===== config.mk =====
export PLATFORM = sky130hd
export DESIGN_NAME = spi_csel_gen
export DESIGN_NICKNAME = d
export VERILOG_FILES = /design/src/rtl/csel_pkg.sv /design/src/rtl/csel_rst_sync.sv /design/src/rtl/csel_decode.sv /design/src/rtl/csel_gap_timer.sv /design/src/rtl/spi_csel_gen.sv
export SDC_FILE = /design/constraint.sdc
export NUM_CORES = 1
export LEC_CHECK = 0
export BUFFER_PORTS_ARGS = -buffer_cell sky130_fd_sc_hd__buf_4
export CORE_UTILIZATION = 60
export CTS_CLUSTER_DIAMETER = 120
export CTS_CLUSTER_SIZE = 10
export DETAILED_ROUTE_END_ITERATION = 8
export GPL_TIMING_DRIVEN = 0
export PLACE_DENSITY = 0.91
export SLEW_MARGIN = 20
export SYNTH_ARGS = -nofsm -noshare
export SYNTH_HDL_FRONTEND = slang
export SYNTH_HIERARCHICAL = 1
export SYNTH_SLANG_ARGS = --single-unit

===== constraint.sdc =====
create_clock -name clk -period 2.29 [get_ports clk]
set_clock_uncertainty 0.15 [all_clocks]
set_input_delay 0.229 -clock clk [delete_from_list [all_inputs] [get_ports clk]]
set_output_delay 0.229 -clock clk [all_outputs]
set_load 0.01 [all_outputs]

===== src/rtl/csel_pkg.sv =====
package csel_pkg;
  // Smallest guard gap the sequencer will ever produce, in cycles.
  localparam int unsigned GAP_FLOOR = 6;
  // Stages in the reset release synchronizer.
  localparam int unsigned RST_STAGES = 2;
endpackage


===== src/rtl/csel_rst_sync.sv =====
module csel_rst_sync #(
  parameter int unsigned STAGES = 2
) (
  input  logic clk,
  input  logic rst_n,
  output logic rst_sync_n
);
  logic [STAGES-1:0] sync_q;

  always_ff @(posedge clk or negedge rst_n) begin
    if (!rst_n) sync_q <= '0;
    else        sync_q <= {sync_q[STAGES-2:0], 1'b1};
  end

  assign rst_sync_n = sync_q[STAGES-1];
endmodule


===== src/rtl/csel_decode.sv =====
module csel_decode #(
  parameter int unsigned CS_W = 4
) (
  input  logic [CS_W-1:0] code_i,
  input  logic            raw_i,
  output logic [CS_W-1:0] pat_o,
  output logic            bad_o
);
  logic found;

  always_comb begin
    pat_o = '1;
    found = 1'b0;
    bad_o = 1'b0;
    if (raw_i) begin
      pat_o = code_i;
    end else begin
      for (int i = 0; i < CS_W; i++) begin
        if (!found && !code_i[i]) begin
          pat_o[i] = 1'b0;
          found    = 1'b1;
        end
      end
      bad_o = !found;
    end
  end

  // decoded mode never selects more than one line
  always_comb begin
    if (!raw_i) a_r1_single_line: assert ($countones(~pat_o) <= 1);
  end
endmodule


===== src/rtl/csel_gap_timer.sv =====
module csel_gap_timer #(
  parameter int unsigned GAP_W   = 8,
  parameter int unsigned MIN_GAP = 6
) (
  input  logic             clk,
  input  logic             rst_n,
  input  logic             start_i,
  input  logic [GAP_W-1:0] guard_i,
  output logic             busy_o,
  output logic             expire_o
);
  localparam logic [GAP_W-1:0] FLOOR = GAP_W'(MIN_GAP);

  logic [GAP_W-1:0] cnt_q, cnt_d, load_len;
  logic             busy_q, busy_d;
  logic             cnt_en;

  assign load_len = (guard_i < FLOOR) ? FLOOR : guard_i;

  always_comb begin
    busy_d = busy_q;
    cnt_d  = cnt_q;
    if (start_i) begin
      busy_d = 1'b1;
      cnt_d  = load_len - 1'b1;
    end else if (busy_q) begin
      if (cnt_q == '0) busy_d = 1'b0;
      else             cnt_d  = cnt_q - 1'b1;
    end
  end

  assign cnt_en = start_i | busy_q;

  always_ff @(posedge clk or negedge rst_n) begin
    if (!rst_n) begin
      cnt_q  <= '0;
      busy_q <= 1'b0;
    end else if (cnt_en) begin
      cnt_q  <= cnt_d;
      busy_q <= busy_d;
    end
  end

  assign busy_o   = busy_q;
  assign expire_o = busy_q && (cnt_q == '0);

  // a started gap never holds fewer than the floor count
  a_r6_floor_load: assert property (@(posedge clk) disable iff (!rst_n)
    start_i |=> (busy_q && (cnt_q >= FLOOR - 1'b1)));
  // the count only falls while a gap runs
  a_r5_count_down: assert property (@(posedge clk) disable iff (!rst_n)
    (busy_q && !start_i && cnt_q != '0) |=> (cnt_q == $past(cnt_q) - 1'b1));
endmodule


===== src/rtl/spi_csel_gen.sv =====
module spi_csel_gen #(
  parameter int unsigned CS_W    = 4,
  parameter int unsigned GAP_W   = 8,
  parameter int unsigned MIN_GAP = csel_pkg::GAP_FLOOR
) (
  input  logic             clk,
  input  logic             rst_n,
  input  logic [CS_W-1:0]  fix_code,
  input  logic             raw_mode,
  input  logic             xfer_src,
  input  logic [CS_W-1:0]  xfer_code,
  input  logic [GAP_W-1:0] guard_cyc,
  input  logic             chg_req,
  input  logic             desel,
  output logic [CS_W-1:0]  cs_n,
  output logic             ready,
  output logic             code_err
);
  localparam logic [CS_W-1:0] ALL_HI = '1;

  logic            rst_sync_n;
  logic [CS_W-1:0] src_code, tgt_pat;
  logic            tgt_bad;
  logic            busy, expire, start_gap;
  logic [CS_W-1:0] cs_q, cs_d, pend_q, pend_d;
  logic            pv_q, pv_d, err_q, err_d;
  logic            accept;

  csel_rst_sync #(.STAGES(csel_pkg::RST_STAGES)) u_rst (
    .clk(clk), .rst_n(rst_n), .rst_sync_n(rst_sync_n));

  assign src_code = xfer_src ? xfer_code : fix_code;

  csel_decode #(.CS_W(CS_W)) u_dec (
    .code_i(src_code), .raw_i(raw_mode), .pat_o(tgt_pat), .bad_o(tgt_bad));

  csel_gap_timer #(.GAP_W(GAP_W), .MIN_GAP(MIN_GAP)) u_gap (
    .clk(clk), .rst_n(rst_sync_n), .start_i(start_gap), .guard_i(guard_cyc),
    .busy_o(busy), .expire_o(expire));

  assign accept = chg_req && !desel;

  always_comb begin
    cs_d      = cs_q;
    pend_d    = pend_q;
    pv_d      = pv_q;
    err_d     = err_q;
    start_gap = 1'b0;
    if (accept) err_d = tgt_bad;
    if (busy) begin
      if (desel) begin
        pv_d = 1'b0;
      end else if (chg_req) begin
        pv_d   = (tgt_pat != ALL_HI);
        pend_d = tgt_pat;
      end
      if (expire) begin
        cs_d = pv_d ? pend_d : ALL_HI;
        pv_d = 1'b0;
      end
    end else if (desel) begin
      if (cs_q != ALL_HI) begin
        cs_d      = ALL_HI;
        start_gap = 1'b1;
      end
    end else if (chg_req && (tgt_pat != cs_q)) begin
      if (cs_q == ALL_HI) begin
        cs_d = tgt_pat;
      end else begin
        cs_d      = ALL_HI;
        start_gap = 1'b1;
        pv_d      = (tgt_pat != ALL_HI);
        pend_d    = tgt_pat;
      end
    end
  end

  always_ff @(posedge clk or negedge rst_sync_n) begin
    if (!rst_sync_n) begin
      cs_q   <= ALL_HI;
      pend_q <= ALL_HI;
      pv_q   <= 1'b0;
      err_q  <= 1'b0;
    end else begin
      cs_q  <= cs_d;
      pv_q  <= pv_d;
      err_q <= err_d;
      if (pv_d) pend_q <= pend_d;
    end
  end

  assign cs_n     = cs_q;
  assign ready    = !busy;
  assign code_err = err_q;

  // no direct move between two different low patterns
  a_r5_no_swap: assert property (@(posedge clk) disable iff (!rst_sync_n)
    (cs_n != ALL_HI) |=> ((cs_n == $past(cs_n)) || (cs_n == ALL_HI)));
  // lines are all high while ready is low
  a_r8_quiet_gap: assert property (@(posedge clk) disable iff (!rst_sync_n)
    !ready |-> (cs_n == ALL_HI));
  // a forbidden decoded code leaves every line released
  a_r2_no_select: assert property (@(posedge clk) disable iff (!rst_sync_n)
    (accept && !busy && tgt_bad) |=> ((cs_n == ALL_HI) && code_err));
  // a request for the present pattern keeps lines and ready steady
  a_r7_same_hold: assert property (@(posedge clk) disable iff (!rst_sync_n)
    (accept && !busy && (tgt_pat == cs_n)) |=> ($stable(cs_n) && ready));
endmodule


======== After elaboration in Yosys (flattened, before gate mapping) ========
Index checks and enable logic that the tools add are counted.
Widths: inputs -> output; s select.
word-level totals
  RAM bits ................................ 0
  output and inout bits ................... 6
  memories ................................ 0
  input bits .............................. 22
  word-level logic and storage cells ...... 90
  bits in latches ......................... 0
  ROM bits ................................ 0
  bits in registers ....................... 21
cells by class
  div/mod/pow operators ................... 0
  bitwise logic cells ..................... 1
  $mul .................................... 0
  equality and inequality tests ........... 9
  shift-type cells ........................ 0
  $add $sub $neg .......................... 2
  multiplexer cells ....................... 48
  magnitude comparators ................... 1
  reduce and logical (&&, ||, !) cells .... 22
operators by type and width
  operator             count
  $mux 4               15
  $mux 8               4
  $mux 1               29
  $sub 8x1->8 const B  2
  $logic_not 1->1      9
  $logic_not 8->1      1
  $lt 8x3->1 const B   1
  $ne 4x4->1 const B   2
  $logic_and 1x1->1    6
  $ne 2x1->1 const B   3
  $reduce_and 3->1     2
  $eq 4x4->1 const B   1
  $ne 4x4->1           1
  $reduce_and 4->1     1
  $reduce_bool 2->1    2
  $ne 3x1->1 const B   1
  $reduce_bool 3->1    1
  $ne 2x2->1 const B   1
  $or 1x1->1           1

======== Logic depth before layout (Yosys ltp) ========
Gate-level depths: netlist (run 1).
  depth in word-level cells ............... 22
  mapped depth ............................ 16
  gate-level depth less buffers ........... 15

======== Hierarchy ========
Netlist (run 1), hierarchy kept.
modules (own cells, without submodules)
  module          instances  cells an instance  sequential area each (um^2)  area each (um^2)
  spi_csel_gen    1          74                 260.2                        810.8
  csel_gap_timer  1          77                 225.2                        663.1
  csel_decode     1          8                  0.0                          60.1
  csel_rst_sync   1          3                  50.0                         53.8

======== Worst setup path after synthesis (run 1) ========
OpenSTA, ideal clock, no wires.
  path type ............................... input-to-reg
  start ................................... input xfer_src
  end ..................................... register u_gap.cnt_q[6]
  buffers on the path ..................... 1
  setup time .............................. 0.126 ns
  stages .................................. 15
  data required time ...................... 2.014 ns
  arrival time ............................ 3.159 ns
  slack ................................... -1.145 ns
  cell sequence ........................... mux2_2 o21bai_1 xnor2_1 nand4_1 a21oi_1 nor3_1 buf_2 clkinv_1 or3_1 o21ai_0 ha_1 o211ai_1 nor2_1 xnor2_1 mux2i_1
between the ends
  elaborated cells between the ends (all ways) .. 31
  classes of those cells .................. eq/ne (2); mux (16); bitwise (1); reduce/logical (12)
RTL lines
  element                                              RTL line              source
  from (decl)                                          spi_csel_gen.sv:10    input logic xfer_src,
  $mux 4 (*)                                           spi_csel_gen.sv:32    assign src_code = xfer_src ? xfer_code : fix_code;
  $mux 1                                               csel_decode.sv:19     if (!found && !code_i[i]) begin
  $mux 1                                               csel_decode.sv:15     if (raw_i) begin
  $logic_not 1->1                                      csel_decode.sv:19
  $logic_and 1x1->1                                    csel_decode.sv:19
  $mux 1                                               csel_decode.sv:19
  $mux 4 (*)                                           csel_decode.sv:15
  net tgt_pat[1]                                       spi_csel_gen.sv:22    logic [CS_W-1:0] src_code, tgt_pat;
  $ne 4x4->1 (*)                                       spi_csel_gen.sv:66    end else if (chg_req && (tgt_pat != cs_q)) begin
  $logic_and 1x1->1 (*)                                spi_csel_gen.sv:66
  $mux 1 (*)                                           spi_csel_gen.sv:66
  $mux 1 (*)                                           spi_csel_gen.sv:61    end else if (desel) begin
  $mux 1 (*)                                           spi_csel_gen.sv:50    if (busy) begin
  net start_gap                                        spi_csel_gen.sv:24    logic busy, expire, start_gap;
  $ne 2x1->1 (no source line) (tied with other cells)  n/a
  $reduce_and 3->1 (no source line)                    n/a
  to (signal assigned)                                 csel_gap_timer.sv:39  cnt_q <= cnt_d;
  to (decl)                                            csel_gap_timer.sv:14  logic [GAP_W-1:0] cnt_q, cnt_d, load_len;
Mark *: on every way through the listed nets, which the timed path passes. The rest lies on a longest branch. The select of a mux whose other input is x is not followed.
A chain may end at the register's enable or synchronous reset.

======== Final worst setup path (run 1) ========
  start ................................... input xfer_src
  end ..................................... register u_gap.cnt_q[6]
between the ends
  longest elaborated chain between the ends .. 22
  elaborated cells between the ends (all ways) .. 31
  classes of those cells .................. eq/ne (2); mux (16); bitwise (1); reduce/logical (12)
ends and longest elaborated chain
  element                                              RTL line
  $mux 4 (*)                                           spi_csel_gen.sv:32
  net src_code[0]                                      spi_csel_gen.sv:22
  $mux 1 (*)                                           csel_decode.sv:19
  $mux 1 (*)                                           csel_decode.sv:15
  $logic_not 1->1                                      csel_decode.sv:19
  $logic_and 1x1->1                                    csel_decode.sv:19
  $mux 1 (*)                                           csel_decode.sv:19
  $mux 1 (*)                                           csel_decode.sv:15
  [8 not listed]                                       n/a
  net tgt_pat[3]                                       spi_csel_gen.sv:22
  $ne 4x4->1 (*)                                       spi_csel_gen.sv:66
  $logic_and 1x1->1 (*)                                spi_csel_gen.sv:66
  $mux 1 (*)                                           spi_csel_gen.sv:66
  $mux 1 (*)                                           spi_csel_gen.sv:61
  $mux 1 (*)                                           spi_csel_gen.sv:50
  net start_gap                                        spi_csel_gen.sv:24
  $ne 2x1->1 (no source line) (tied with other cells)  n/a
  $reduce_and 3->1 (no source line)                    n/a
Marked as above.

==> reports/qor.yml, run 1 <==
status:
  outcome: "finished, violations left"
  violations: "setup timing"
setup_path:
  crit_chain: "buf_8, mux2_4, nand3_4, a21o_4, xnor2_4, nand4_1, a21oi_2, nor3_4, buf_6, clkinv_8, or3_1, o21ai_1, ha_2, o211ai_1, nor3_1, a21oi_1, mux2i_1"
  crit_arrival_ns: 3.19
  worstPathMaxFanout: 5
  start_kind: "primary input"
  required_ns: 2.41
  crit_slowest_cell: "or3_1"
  cp-end-kind: "flip-flop"
  critPathMaxStageDelay_ns: 0.38
  worstSetupPathType: "in2reg"
timing:
  period_share_pct: 134
  fin_ws_ns: -0.778
  slew_headroom_pct: 44.7
  max_slew.worst_pin.slew_ns: 0.830
  hold_ws_ns: 0.0252
  fmax_mhz: 326
  rsz0062_at_grt: "true"
  fin_crit_ns: 3.07
  final-hold-violation-count: 0
  drv_slew: 0
  setup_viol: 7
pwr:
  netSwitchingFraction_pct: 46.8
  power_frac_seq_pct: 31.8
  power_switching_mw: 1.26
  p_total_mw: 2.70
  ir_drop_uv: 999
  power.density_cell_area_nw_per_um2: 1210
  combPwrFrac_pct: 60.5
  power.leakage_nw: 0.918
  p_int_mw: 1.43
  clkPwrFrac_pct: 7.7
floorplanning:
  ios: 28
  die_h_um: 53.4
  initial_core_util_pct: 63.5
  num_rows: 18
  chipWidth_um: 53.4
  coreArea_um2: 2500
  dieArea_um2: 2860
global_routing:
  groute.usage.overall_pct: 34.1
  grt_pass1_vias: 1475
  grt_remaining_overflow: 0
  grt_antenna_before_repair: 0
  grt_pass1_wl_um: 6800
  grt_max_degree: 20
placed_design:
  place_inst: 218
  hpwl_um: 3070
  portBuffers: 26
  place.gp.congestion: 0.907
route:
  remaining_drc_errors: 0
  ant_nets: 0
  initialDrtViolationCount: 141
  via_count: 1783
  viasPerCell: 7.43
  routedWlPerCell_um: 25.4
  wirelength_um: 6100
  dr.pass1.iters: 6
cts:
  h-tree-depth: 1
  root_buffer: "clkbuf_4"
  clock_path_buffers: 2
  cts_inserted_buffers: 3
  path_clk_slew_ns: 0.14
  clk-insertion-delay-late_ns: 0.35
  cts_tree: "built"
  clock_sinks: 21
logic_synthesis:
  synthTopCellsByArea: "dfrtp_1, dfstp_2, xnor2_1"
  syn_nets: 185
  ys.flop_type: "dfrtp_1"
  avgSynthCellArea_um2: 9.80
  synth_cells: 162
  async_flop_share_pct: 100
  synth.distinct_cells: 56
  synth_warnings: 6
  syn_area_um2: 1590
  yosysMostFrequentCell: "nand2_1"
  synth_top_area_cell: "dfrtp_1"
  yosys.area.top_type_share_pct: 20.5
  synth_edf_count: 0
  post_synth_most_frequent_cells: "nand2_1, dfrtp_1, a21oi_1, dfstp_2, xnor2_1"
  synth-seq-cells: 21
  ys_seq_area_share_pct: 33.7
cells_and_area:
  layout-drive-gt1-share_pct: 49.5
  synthToLayoutAreaGrowth_pct: 40.6
  diodes: 0
  fin_nets: 234
  instances_no_fill: 240
job:
  maxCapViolations: 0
worst_hold_path:
  hp-class: "in2async"
## sequential cells by signal, indices dropped and copies added (netlist names)
signal and cells:
u_gap/cnt_q 8, pend_q 4, u_gap/busy_o 1, cs_n 4, code_err 1, u_rst/sync_q 2, pv_q 1
## logic make-up after synthesis
family,synth area share (%)
simple gates,23.0
other cells,0.236
mux,9.85
fa+ha+maj,0.788
flops,33.7
xor+xnor,7.17
buf+inv,2.68
compound gates,22.5
## metal layers
metal / vias up / wire length (um) / global-route usage [%]
li1: 735 / - / -
met1: 837 / 2140 / 42.7
met2: 161 / 2870 / 55.4
met3: 50 / 690 / 6.90
met4: 0 / 407 / 15.8
met5: - / 0 / 0
## worst max-delay path, delay by kind of cell
kind                     cells  cell delay [ns]
AND/OR/NAND/NOR              5             1.03
AO/OA/AOI/OAI                5             0.79
multiplexers                 2             0.40
buffers and inverters        3             0.32
adder cells (fa/ha/maj)      1             0.26
XOR/XNOR                     1             0.15
## placed cells by master (no fill, tap or decap), types with 5 or more instances in the layout
master and count:
and3_1 5, nand2_1 13, nor2_1 5, o211ai_1 5, a21oi_1 5, buf_6 7, mux2_4 7, dfstp_2 8
nand4_1 7, xor2_1 5, buf_4 39, dfrtp_1 13
## path summary, 6_finish.rpt
| check | start | end | slack, ns | cells past startpoint |
|---|---|---|---|---|
| hold / removal | rst_n | u_rst/sync_q[1]$_DFF_PN0_ | 0.03 | 2 |
| max in group asynchronous | u_rst/sync_q[1]$_DFF_PN0_ | u_gap/cnt_q[7]$_DFFE_PN0P_ | 1.26 | 0 |
| hold reg to reg | u_rst/sync_q[1]$_DFF_PN0_ | u_gap/cnt_q[1]$_DFFE_PN0P_ | 0.20 | 0 |
| setup / recovery | xfer_src | u_gap/cnt_q[6]$_DFFE_PN0P_ | -0.78 | 17 |
| setup reg to reg | cs_n[2]$_DFFE_PN1P_ | u_gap/cnt_q[6]$_DFFE_PN0P_ | -0.75 | 13 |
| min in group clk | guard_cyc[7] | u_gap/cnt_q[7]$_DFFE_PN0P_ | 0.04 | 3 |
## power by group through the flow
stage | combinational (mW) | sequential (mW) | clock (mW)
3_5_place_dp | 1.14 | 0.806 | 0
4_1_cts | 1.31 | 0.810 | 0.188
2_1_floorplan | 0.866 | 0.754 | 0
3_3_place_gp | 1.08 | 0.793 | 0
6_report | 1.63 | 0.859 | 0.207
5_1_grt | 1.70 | 0.874 | 0.220
## cell type report
| class | instances | area [um^2] |
|---|---|---|
| Buffer | 4 | 37.5 |
| Clock buffer | 3 | 22.5 |
| Clock inverter | 1 | 5.00 |
| Fill cell | 93 | 268 |
| Inverter | 3 | 23.8 |
| Multi-Input combinational cell | 134 | 1210 |
| Sequential cell | 21 | 536 |
| Tap cell | 30 | 37.5 |
| Timing Repair Buffer | 44 | 359 |
## per-stage QoR
| stage | utilization [%] | instance area [um^2] | TNS (ns) | setup WS (ns) |
|---|---|---|---|---|
| 6_report | 89.3 | 2230 | -3.76 | -0.778 |
| 2_1_floorplan | - | 1660 | -3.63 | -0.792 |
| 4_1_cts | 82.3 | 2060 | -2.53 | -0.446 |
| 5_1_grt | 89.3 | 2230 | -4.40 | -0.871 |
| 3_3_place_gp | 75.5 | 1890 | -7.30 | -1.31 |
| 3_5_place_dp | 75.5 | 1890 | -8.23 | -1.36 |
## repair_timing
| action | CTS | global route |
|---|---|---|
| buffers inserted | 8 | 9 |
| resized for setup | 15 | 20 |
| pin swaps | 10 | 16 |
| gates cloned | 0 | 0 |
| setup endpoints to repair | 7 | 7 |
| hold buffers | 1 | 0 |
| endpoints found under the hold margin | 2 | 0 |
(Power assumes the default switching activity.)
==> run 2: changes to the inputs <==
--- a/config.mk
+++ b/config.mk
@@ -5,13 +5,13 @@
 export SDC_FILE = /design/constraint.sdc
 export NUM_CORES = 1
 export LEC_CHECK = 0
-export BUFFER_PORTS_ARGS = -buffer_cell sky130_fd_sc_hd__buf_4
-export CORE_UTILIZATION = 60
+export CORE_UTILIZATION = 57
 export CTS_CLUSTER_DIAMETER = 120
 export CTS_CLUSTER_SIZE = 10
 export DETAILED_ROUTE_END_ITERATION = 8
+export DONT_BUFFER_PORTS = 1
 export GPL_TIMING_DRIVEN = 0
-export PLACE_DENSITY = 0.91
+export PLACE_DENSITY = 0.81
 export SLEW_MARGIN = 20
 export SYNTH_ARGS = -nofsm -noshare
 export SYNTH_HDL_FRONTEND = slang
==> constraint.sdc (replaced) <==
create_clock -name clk -period 2.6 [get_ports clk]
set_clock_uncertainty 0.15 [all_clocks]
set_input_delay 0.26 -clock clk [delete_from_list [all_inputs] [get_ports clk]]
set_output_delay 0.26 -clock clk [all_outputs]
set_load 0.01 [all_outputs]
==> run 2 against run 1 <==
The flow still finishes with violations (setup timing). Cell count decreased by 13%. Combinational power fell by 32%. Largest cell class unchanged. Cell area decreased by 15%. Clock power is 26% lower. First-iteration DRC count fell by 53%. Largest power group unchanged. Critical path type is now reg2reg. Flip-flop and latch count is the same.
==> reports/qor.yml, run 2 (synthesis gave the netlist of run 1 again) <==
setup_path:
  required_ns: 2.65
  crit_arrival_ns: 2.91
  worstSetupEndpoint: "u_gap/cnt_q[4]$_DFFE_PN0P_"
  worstSetupPathType: "reg2reg"
  worstPathMaxFanout: 5
  regToRegStartpoint: "cs_n[3]$_DFFE_PN1P_"
  start_kind: "flip-flop"
  r2r_end: "u_gap/cnt_q[4]$_DFFE_PN0P_"
  startpoint: "cs_n[3]$_DFFE_PN1P_"
  ff2ff_path_depth: 14
  cp-end-kind: "flip-flop"
  r2r_setup_slack_ns: -0.26
floorplanning:
  dieArea_um2: 3000
  chipWidth_um: 54.8
  num_rows: 18
  coreArea_um2: 2540
  ios: 28
  die_h_um: 54.8
  initial_core_util_pct: 62.4
cells_and_area:
  synthToLayoutAreaGrowth_pct: 19.5
  layout-drive-gt1-share_pct: 34.1
  fin_nets: 203
  largest_register_ffs: 8
  diodes: 0
  layout_common_cells: "nand2_1, dfrtp_1, buf_4"
  instances_no_fill: 209
  largest-register: "u_gap/cnt_q"
worst_hold_path:
  hp-class: "in2reg"
timing:
  slew_headroom_pct: 49.0
  fmax_mhz: 349
  setup_viol: 6
  fin_crit_ns: 2.86
  final-hold-violation-count: 0
  max_slew.worst_pin.slew_ns: 0.765
  period_share_pct: 110
  fin_ws_ns: -0.264
  rsz0062_at_grt: "true"
  drv_slew: 0
cts:
  cts_inserted_buffers: 3
  clock_sinks: 21
  clk-insertion-delay-late_ns: 0.31
  root_buffer: "clkbuf_4"
  path_clk_slew_ns: 0.12
  clock_path_buffers: 2
  h-tree-depth: 1
  cts_tree: "built"
placed_design:
  place.gp.congestion: 0.893
  place_inst: 192
  hpwl_um: 2850
  place_ws_ns: -0.969
  portBuffers: 0
global_routing:
  grt_pass1_wl_um: 6160
  grt_remaining_overflow: 0
  groute.usage.overall_pct: 29.5
  grt_pass1_vias: 1299
  grt_antenna_before_repair: 0
  grt_max_degree: 20
route:
  initialDrtViolationCount: 66
  viasPerCell: 6.99
  via_count: 1461
  ant_nets: 0
  wirelength_um: 4330
  dr.pass1.iters: 5
  remaining_drc_errors: 0
  routedWlPerCell_um: 20.7
status:
  outcome: "finished, violations left"
  violations: "setup timing"
pwr:
  ir_drop_uv: 743
  power.density_cell_area_nw_per_um2: 1060
  power.leakage_nw: 0.744
job:
  maxCapViolations: 0
run 2: worst min path at each step:
| stage | cells after the start | endpoint | slack, ns | from |
|---|---|---|---|---|
| 3_3_place_gp | 0 | u_rst/sync_q[0]$_DFF_PN0_ | -0.19 | rst_n |
| 2_1_floorplan | 0 | u_rst/sync_q[0]$_DFF_PN0_ | -0.19 | rst_n |
| 4_1_cts | 2 | u_gap/cnt_q[5]$_DFFE_PN0P_ | 0.004 | guard_cyc[5] |
| 6_report | 2 | u_gap/cnt_q[7]$_DFFE_PN0P_ | 0.005 | guard_cyc[6] |
| 3_5_place_dp | 0 | u_rst/sync_q[0]$_DFF_PN0_ | -0.19 | rst_n |
| 5_1_grt | 2 | u_gap/cnt_q[7]$_DFFE_PN0P_ | 0.001 | guard_cyc[6] |
run 2: critical path, cell delays in order (launching register included):
cell      delay, ns
dfstp_2        0.64
xnor2_2        0.10
nand4_1        0.12
a21oi_2        0.07
nor3_4         0.16
buf_6          0.16
clkinv_8       0.04
or3_1          0.34
o21ai_1        0.10
ha_2           0.26
buf_6          0.11
nand2_2        0.04
nor3_2         0.20
xnor2_1        0.14
o22ai_1        0.11
run 2: metrics by stage:
step / power [mW] / area, um^2 / util (%) / setup TNS, ns / hold WS [ns]
floorplan: 1.43 / 1660 / - / -1.68 / -0.186
global placement: 1.58 / 1690 / 66.5 / -4.13 / -0.186
detailed placement: 1.63 / 1690 / 66.5 / -4.63 / -0.186
CTS: 1.90 / 1860 / 73.0 / -0.540 / 0.00380
global route: 2.13 / 1900 / 74.5 / -1.48 / 0.00110
finish: 2.00 / 1900 / 74.5 / -0.868 / 0.00452
run 2: what timing repair did:
item,CTS,global route
hold buffers,3,0
gates resized for setup,9,6
pin swaps,11,8
endpoints found under the hold margin,4,0
gates cloned,0,0
setup buffers,8,3
setup endpoints to repair,7,6
run 2: cell type report:
cell class              instances  area [um^2]
plain buffers                   4         37.5
fillers                       192          648
clock buffers                   3         22.5
repair buffers                 13          116
clock inverters                 1         5.00
multi-input cells             134         1120
inverters                       3         23.8
flip-flops and latches         21          536
well taps                      30         37.5
run 2: layer usage:
metal	vias up	wire, um	track usage [%]
met1	699	1760	40.7
met3	10	402	6.11
li1	665	-	-
met4	0	94	5.56
met2	87	2070	47.6
met5	-	0	0
run 2: power breakdown:
part | total [mW] | internal, mW | switching (mW) | leakage [nW]
sequential | 0.738 | 0.511 | 0.228 | 0.239
clock | 0.154 | 0.0574 | 0.0968 | 0.0177
combinational | 1.11 | 0.540 | 0.569 | 0.487
total | 2.00 | 1.11 | 0.894 | 0.744
==> run 3: changes to the inputs <==
--- a/config.mk
+++ b/config.mk
@@ -5,6 +5,7 @@
 export SDC_FILE = /design/constraint.sdc
 export NUM_CORES = 1
 export LEC_CHECK = 0
+export ABC_AREA = 1
 export CORE_UTILIZATION = 57
 export CTS_CLUSTER_DIAMETER = 120
 export CTS_CLUSTER_SIZE = 10
==> run 3 against run 2 <==
The flow now finishes without violations. Sequential power decreased by 10%. Wire length decreased by 18%. Global-route usage decreased by 5.4 points. Sequential share of layout area increased by 0.61 points. Synthesized area increased by 2.7%. Critical path type unchanged. Critical endpoint unchanged.
==> reports/qor.yml, run 3 <==
timing:
  fmax_mhz: 400
  final-hold-violation-count: 0
  max_slew.worst_pin.slew_ns: 0.750
  period_share_pct: 96.2
  fin_crit_ns: 2.50
  setup_viol: 0
  fin_tns_setup_ns: 0
  drv_slew: 0
  slew_headroom_pct: 50.0
logic_synthesis:
  ys_seq_area_share_pct: 32.8
  synth.distinct_cells: 38
  async_flop_share_pct: 100
  synth_edf_count: 0
  synth_warnings: 6
  synth-seq-cells: 21
  yosysMostFrequentCell: "nand2_1"
  synth_cells: 225
  synthTopCellsByArea: "dfrtp_1, nand2_1, dfstp_2"
  syn_area_um2: 1630
  post_synth_most_frequent_cells: "nand2_1, inv_1, nor2_1, dfrtp_1, nand4_1"
  yosys.area.top_type_share_pct: 20.0
  syn_nets: 248
  avgSynthCellArea_um2: 7.25
  synth_top_area_cell: "dfrtp_1"
  ys.flop_type: "dfrtp_1"
global_routing:
  grt_max_degree: 20
  grt_remaining_overflow: 0
  grt_pass1_wl_um: 5880
  groute.usage.overall_pct: 24.1
  grt_antenna_before_repair: 0
  grt_pass1_vias: 1337
pwr:
  power.density_cell_area_nw_per_um2: 1190
  power.leakage_nw: 0.893
  ir_drop_uv: 825
cells_and_area:
  seq_area_um2: 536
  final_cell_area_um2: 1860
  layout_common_cells: "nand2_1, inv_1, nor2_1"
  synthToLayoutAreaGrowth_pct: 13.9
  diodes: 0
  largest_register_ffs: 8
  layout-drive-gt1-share_pct: 32.0
  multi_input_area_um2: 1020
  largest-register: "u_gap/cnt_q"
  nFillCells: 228
  fin_nets: 265
  layout_commonest_cell: "nand2_1"
setup_path:
  required_ns: 2.66
  r2r_end: "u_gap/cnt_q[4]$_DFFE_PN0P_"
  regToRegStartpoint: "cs_n[3]$_DFFE_PN1P_"
  r2r_setup_slack_ns: 0.1
  ff2ff_path_depth: 15
  worstPathMaxFanout: 5
  cp-end-kind: "flip-flop"
  crit_arrival_ns: 2.56
  worstSetupPathType: "reg2reg"
  start_kind: "flip-flop"
route:
  remaining_drc_errors: 0
  via_count: 1511
  initialDrtViolationCount: 90
  ant_nets: 0
  dr.pass1.iters: 4
  routedWlPerCell_um: 13.1
  wirelength_um: 3550
  viasPerCell: 5.56
worst_hold_path:
  min_to: "cs_n[1]$_DFFE_PN1P_"
  holdCritStartpoint: "desel"
  holdPathStages: 3
  hp-class: "in2reg"
placed_design:
  hpwl_um: 2450
  portBuffers: 0
  place.gp.congestion: 0.869
  place_area_um2: 1700
cts:
  h-tree-depth: 1
  clock_path_buffers: 2
  clk-insertion-delay-late_ns: 0.32
  path_clk_slew_ns: 0.12
  cts_tree: "built"
  root_buffer: "clkbuf_4"
  cts_inserted_buffers: 3
  clock_sinks: 21
floorplanning:
  num_rows: 19
  dieArea_um2: 3080
  coreArea_um2: 2730
  ios: 28
  die_h_um: 55.5
  initial_core_util_pct: 59.6
  chipWidth_um: 55.5
status:
  outcome: "completed"
job:
  maxCapViolations: 0
run 3: metal layers:
layer  vias to the layer above  GRT usage, %  part of all wire (%)
met5                         -             0                     0
met4                         0          10.7                   1.7
met3                         7          3.75                   6.1
met2                        60          34.4                    46
met1                       679          36.1                    46
li1                        765             -                     -
run 3: how the worst max path moves through the flow:
stage,slack (ns),end,from,depth (start not counted)
global route,-0.006,u_gap/cnt_q[5]$_DFFE_PN0P_,cs_n[1]$_DFFE_PN1P_,17
floorplan,0.02,u_gap/cnt_q[6]$_DFFE_PN0P_,xfer_src,20
global placement,-0.24,u_gap/cnt_q[6]$_DFFE_PN0P_,xfer_src,20
finish,0.1,u_gap/cnt_q[4]$_DFFE_PN0P_,cs_n[3]$_DFFE_PN1P_,15
detailed placement,-0.26,u_gap/cnt_q[6]$_DFFE_PN0P_,xfer_src,20
CTS,0.03,u_gap/cnt_q[6]$_DFFE_PN0P_,cs_n[0]$_DFFE_PN1P_,16
run 3: cell families after synthesis:
kind of cell	share of synthesized area, %
flip-flops	32.8
AND/OR/NAND/NOR	37.5
other	0.230
buffers and inverters	8.83
AO/OA/AOI/OAI	15.9
multiplexers	3.45
XOR/XNOR	0.537
adder cells (fa/ha/maj)	0.767
run 3: power by group:
group	internal [mW]	total (mW)	switching (mW)
Combinational	0.555	1.37	0.815
Sequential	0.526	0.663	0.136
Clock	0.0601	0.168	0.108
Total	1.14	2.20	1.06
run 3: area by class of cell:
class	count	area share, %
inverters	30	6.06
plain buffers	4	1.68
flip-flops and latches	21	28.8
multi-input cells	170	54.9
repair buffers	12	4.99
well taps	31	2.09
clock buffers	4	1.42
run 3: per-stage QoR:
step	instances	setup slack, ns	hold WS (ns)	utilization [%]	power (mW)
after floorplan	225	0.0174	-0.186	-	1.64
after global placement	256	-0.237	-0.186	62.2	1.82
after detailed placement	256	-0.265	-0.186	62.2	1.85
after CTS	262	0.0258	0.0378	63.9	2.03
after global routing	272	-0.00577	0.0684	67.9	2.41
final	272	0.0987	0.0523	67.9	2.20
run 3: repair_timing:
action                                  4_1_cts  5_1_grt
hold buffers                                  2        0
endpoints found under the setup margin        0        7
gates resized for setup                       0       12
endpoints found under the hold margin         2        0
setup buffers                                 0        9
run 3: worst max-delay path: stages (launching register included):
cell and delay (ns):
dfstp_2 0.62, nand2_1 0.08, nand2_1 0.07, nor2_2 0.04, nand2_2 0.08, nand2_2 0.08, a211oi_4 0.30, buf_6 0.17
nand2_1 0.07, nor2_1 0.12, nor2_2 0.08, ha_4 0.18, nand3_2 0.08, nand2_1 0.06, a21oi_1 0.16, a21oi_1 0.06
